### src/rtl/serial_latch_loader.sv
module serial_latch_loader #(
  parameter int WIDTH    = 8,
  parameter int CLK_NS   = 5,
  parameter int SETUP_NS = 75,
  parameter int HOLD_NS  = 75,
  parameter int PULSE_NS = 150,
  parameter int GAP_NS   = 300,
  parameter int STB_NS   = 100
) (
  input  logic             clk,
  input  logic             rst_n,
  input  logic             load,
  input  logic [WIDTH-1:0] word,
  input  logic             no_strobe,
  output logic             sdata,
  output logic             sclk,
  output logic             sstrobe,
  output logic             blank,
  output logic             busy,
  output logic             done
);
  localparam int SETUP_CYC = (SETUP_NS + CLK_NS - 1) / CLK_NS;
  localparam int HOLD_CYC  = (HOLD_NS  + CLK_NS - 1) / CLK_NS;
  localparam int PULSE_CYC = (PULSE_NS + CLK_NS - 1) / CLK_NS;
  localparam int GAP_CYC   = (GAP_NS   + CLK_NS - 1) / CLK_NS;
  localparam int STB_CYC   = (STB_NS   + CLK_NS - 1) / CLK_NS;
  localparam int LOW_CYC   = (SETUP_CYC > PULSE_CYC ? SETUP_CYC : PULSE_CYC) > 0 ?
                             (SETUP_CYC > PULSE_CYC ? SETUP_CYC : PULSE_CYC) : 1;
  localparam int HIGH_CYC  = (HOLD_CYC > PULSE_CYC ? HOLD_CYC : PULSE_CYC) > 0 ?
                             (HOLD_CYC > PULSE_CYC ? HOLD_CYC : PULSE_CYC) : 1;
  localparam int GAP_C     = GAP_CYC > 0 ? GAP_CYC : 1;
  localparam int STB_C     = STB_CYC > 0 ? STB_CYC : 1;
  localparam int M1        = LOW_CYC > HIGH_CYC ? LOW_CYC : HIGH_CYC;
  localparam int M2        = GAP_C > STB_C ? GAP_C : STB_C;
  localparam int MAXC      = M1 > M2 ? M1 : M2;
  localparam int CW        = $clog2(MAXC + 1);
  localparam int BW        = $clog2(WIDTH + 1);

  typedef enum logic [2:0] {S_IDLE, S_LOW, S_HIGH, S_GAP, S_STB} phase_t;

  phase_t           phase;
  logic [CW-1:0]    cnt;
  logic [BW-1:0]    bits_left;
  logic [WIDTH-1:0] sr;
  logic             mode_q;

  assign busy    = (phase != S_IDLE);
  assign sclk    = (phase == S_HIGH);
  assign sstrobe = (phase == S_STB);
  assign sdata   = (phase == S_LOW || phase == S_HIGH) ? sr[WIDTH-1] : 1'b0;

  always_ff @(posedge clk or negedge rst_n) begin
    if (!rst_n) begin
      phase     <= S_IDLE;
      cnt       <= '0;
      bits_left <= '0;
      sr        <= '0;
      mode_q    <= 1'b0;
      blank     <= 1'b0;
      done      <= 1'b0;
    end else begin
      done <= 1'b0;
      case (phase)
        S_IDLE: if (load) begin
          phase     <= S_LOW;
          cnt       <= CW'(LOW_CYC - 1);
          bits_left <= BW'(WIDTH - 1);
          sr        <= word;
          mode_q    <= no_strobe;
          blank     <= no_strobe;
        end
        S_LOW: begin
          if (cnt == '0) begin
            phase <= S_HIGH;
            cnt   <= CW'(HIGH_CYC - 1);
          end else cnt <= cnt - 1'b1;
        end
        S_HIGH: begin
          if (cnt == '0) begin
            if (bits_left == '0) begin
              phase <= S_GAP;
              cnt   <= CW'(GAP_C - 1);
            end else begin
              phase     <= S_LOW;
              cnt       <= CW'(LOW_CYC - 1);
              sr        <= {sr[WIDTH-2:0], 1'b0};
              bits_left <= bits_left - 1'b1;
            end
          end else cnt <= cnt - 1'b1;
        end
        S_GAP: begin
          if (cnt == '0) begin
            if (mode_q) begin
              phase <= S_IDLE;
              blank <= 1'b0;
              done  <= 1'b1;
            end else begin
              phase <= S_STB;
              cnt   <= CW'(STB_C - 1);
            end
          end else cnt <= cnt - 1'b1;
        end
        S_STB: begin
          if (cnt == '0) begin
            phase <= S_IDLE;
            done  <= 1'b1;
          end else cnt <= cnt - 1'b1;
        end
        default: phase <= S_IDLE;
      endcase
    end
  end
endmodule


### config.mk
export PLATFORM = sky130hd
export DESIGN_NAME = serial_latch_loader
export DESIGN_NICKNAME = d
export VERILOG_FILES = /design/src/rtl/serial_latch_loader.sv
export SDC_FILE = /design/constraint.sdc
export NUM_CORES = 1
export LEC_CHECK = 0
export ABC_AREA = 1
export BUFFER_PORTS_ARGS = -buffer_cell sky130_fd_sc_hd__buf_2
export CELL_PAD_IN_SITES_DETAIL_PLACEMENT = 2
export CELL_PAD_IN_SITES_GLOBAL_PLACEMENT = 2
export CORE_MARGIN = 3
export CORE_UTILIZATION = 30
export CTS_CLUSTER_DIAMETER = 40
export DETAILED_ROUTE_END_ITERATION = 10
export HOLD_SLACK_MARGIN = 0.03
export PLACE_DENSITY_LB_ADDON = 0.1
export SLEW_MARGIN = 20
export SYNTH_ARGS = -nofsm -noshare
export SYNTH_HDL_FRONTEND = slang
export SYNTH_SLANG_ARGS = --single-unit
### constraint.sdc
create_clock -name clk -period 1.6 [get_ports clk]
set_clock_uncertainty 0.2 [all_clocks]
set_input_delay 0.32 -clock clk [delete_from_list [all_inputs] [get_ports clk]]
set_output_delay 0.32 -clock clk [all_outputs]
set_load 0.01 [all_outputs]
==> impl_results.md <==
- Comb power frac: 0.742
- GPL Wtd Cong: 0.809
- Clock Sinks: 24
- Initial antenna violation count: 1
- Dpl cell area: between 0.0015 and 0.002 sq mm
- Vias: roughly 1,600
- Die Area: 0.00617 sq mm
- Via density: 4.84
- Starting density of the core: 0.321
- Final hold slack: 91.2 ps
- Reg2reg start: phase[2]
- CTS root buf: clkbuf_8
- Failing checks: negative setup slack
- Top Layer Used: met4
- Sequential-to-total area share from yosys stat: 0.381
- Fin crit period: between 1500 and 2000 ps
- Leak pwr: approximately 1.3 nW
- Status: complete, but fails checks
- Post-DP HPWL: about 4 mm
- Switching Share: 0.487
- Final WL: 6.97 mm
- Area Overhead vs Synth: 56.0%
- R2R Setup Slk: -300 ps
- Startpoint Class: register
- Final ANT Viol Nets: 0
- Final hold vios: 0
- Net Sw Power: between 0.003 and 0.004 W
- Yosys cell types: 28
- Final setup vio count: 27
- Layout cells sized above 1: 0.511
- Met2 Wirelength: 3.82 mm
- Final WS setup: -295 ps
- CTS tree: done
- Total gr overflow: 0
- Clock power frac: 0.089
- Area of the core: 0.00491 sq mm
- Global-route wire length before repair: between 10 and 15 mm
- Final worst path period share: 1.18
- CP Max Fanout: 7
- Slew Limit Headroom: 0.599
- First-pass DRT Iterations: 4
- Deepest clock path buffer count: 2
- FF-to-FF path depth: 9
- Hold Crit Class: in -> reg
- Clock latency on the worst-skew pair: 280 ps
- Number of max-cap violations: 0
- Met3 WL: 166 microns
- Critical path type: reg -> reg
- CTS buffer count: 3
- CP startpoint: phase[2]
- 1st-iter DRT viols: between 40 and 50
- DRC violations left: 0
- FF-to-FF End: sr[1]
- DIE HEIGHT: around 79 microns
- Data required, critical path: about 1600 ps
- RSZ-0062 raised after global routing: yes
- Yosys Warn Count: 0
- Slew @ Worst Pin: 601 ps
- GRT Total Usage: 0.215
- VDD IR max: ~1.1 mV
- Sequential Power Share: 0.169
- Pre-CTS setup slack: -126 ps
- FF+latch count, synth: 24
- Final nets: ~290
- Number of global-route vias before repair: around 1,900
- Fin area: between 0.002 and 0.0025 sq mm
- Cells after Synth: 209
- H-Tree Depth: 1
- Syn nets: approximately 220
- Crit path to: sr[1]
- # rows: 25
- Power density over the cells: about 2600 mW/mm^2
- Die X: approximately 80 microns
- Post-Syn Area per Cell: about 7.5 sq um
- WL met1: 2.83 mm
- CP arrival: between 1500 and 2000 ps
- Mapped Area: between 0.0015 and 0.002 sq mm
- Cell Int Power: 0.00328 W
- Critical path endpoint category: register
- Largest net degree at the start of global routing: 25
- Routed WL per cell: a little over 20 microns
- # IOs: 18
- Register clock-pin slew on the reported worst setup and hold paths: around 100 ps
- Max-slew violation count: 0
- IO buf count: 17
- FMAX: around 530 MHz
[cell families after synthesis]
| family | share of synthesized area |
|---|---|
| AO/OA/AOI/OAI | 0.136 |
| XOR/XNOR | 0.0111 |
| adder cells (fa/ha/maj) | 0.0159 |
| buffers and inverters | 0.119 |
| flip-flops | 0.381 |
| AND/OR/NAND/NOR | 0.338 |
[cell usage after synthesis]
cell	n	area (sq um)
o21ai_0	11	55.1
buf_12	1	20.0
nor2_8	1	20.0
o21ai_2	11	96.3
dfrtp_1	24	601
nor2_4	1	11.3
a21oi_1	6	30.0
a31oi_1	1	6.26
nand2_8	2	40.0
buf_8	1	15.0
o21ai_1	4	20.0
nand2_4	3	33.8
nand4_1	2	12.5
nand2_2	10	62.6
nor2_2	3	18.8
xor2_1	2	17.5
o22ai_1	1	6.26
nand3_2	1	10.0
nor3_1	1	5.00
ha_1	2	25.0
inv_2	4	15.0
nand3_1	9	45.0
clkbuf_1	1	3.75
inv_1	32	120
nor2_1	13	48.8
nand2_1	60	225
buf_2	1	5.00
inv_6	1	8.76
[repair_timing]
action | CTS | global route
cloned | 1 | 0
pin swaps | 6 | 10
setup endpoints to repair | 26 | 27
setup buffers | 8 | 7
hold endpoints to repair | 24 | 0
gates resized for setup | 36 | 31
hold buffers | 1 | 0
[placed cells by master, fill, tap and decap left out, drive strengths merged]
cell type and count:
ha 2, diode 1, o21ai 26, dlygate4sd3 1, clkbuf 3, a21oi 6
nor3 1, xor2 2, o22ai 1, nand4 2, nand3 10, a31oi 1
nor2 18, inv 37, buf 62, nand2 75, dfrtp 24, bufinv 1
[power by group through the flow]
stage,registers [W],clock network [W],logic [W]
after floorplan,0.00104,0,0.00212
final,0.00108,0.000567,0.00474
after global placement,0.00105,0,0.00305
after detailed placement,0.00108,0,0.00327
after CTS,0.00105,0.000572,0.00403
after global routing,0.00111,0.000598,0.00515
[how the worst min path moves through the flow]
stage                   end  slack [ps]     from  depth (start not counted)
6_report              sr[0]          90  word[0]                          3
3_5_place_dp          sr[5]         160    rst_n                          1
2_1_floorplan  bits_left[0]        -180    rst_n                          0
3_3_place_gp          sr[5]         150    rst_n                          1
5_1_grt               sr[0]         110  word[0]                          3
4_1_cts               sr[0]          90  word[0]                          3
[critical path, stage by stage (launching register included)]
cell and delay (ps):
dfrtp_2 470, nor2_4 210, buf_4 150, buf_4 100
buf_4 140, nand2_8 60, nor2_8 200, buf_12 170
nand2_2 60, o21ai_2 60
[metrics by stage]
step	utilization	power [W]	TNS (ps)	instances
2_1_floorplan	-	0.00315	0	209
3_3_place_gp	0.403	0.00411	-718	318
3_5_place_dp	0.403	0.00434	-1730	318
4_1_cts	0.465	0.00565	-3670	332
5_1_grt	0.501	0.00686	-7930	340
6_report	0.501	0.00639	-5930	340
[area by class of cell]
| class | instances | area (sq um) |
|---|---|---|
| Multi-Input combinational cell | 144 | 1010 |
| Timing Repair Buffer | 63 | 532 |
| Clock buffer | 3 | 41.3 |
| Antenna cell | 1 | 2.50 |
| Sequential cell | 24 | 603 |
| Fill cell | 534 | 2450 |
| Clock inverter | 1 | 30.0 |
| Inverter | 37 | 154 |
| Tap cell | 67 | 83.8 |
[metal layers]
layer | track usage | vias up
li1 | - | 772
met2 | 0.416 | 27
met3 | 0.0252 | 11
met5 | 0 | -
met4 | 0.0647 | 0
met1 | 0.241 | 837
[flip-flops by register name, indices dropped and copies added, names as in the netlist]
signal,count
bits_left,4
blank,1
cnt,6
done,1
mode_q,1
phase,3
sr,8
Power figures use the tool's default switching activity.
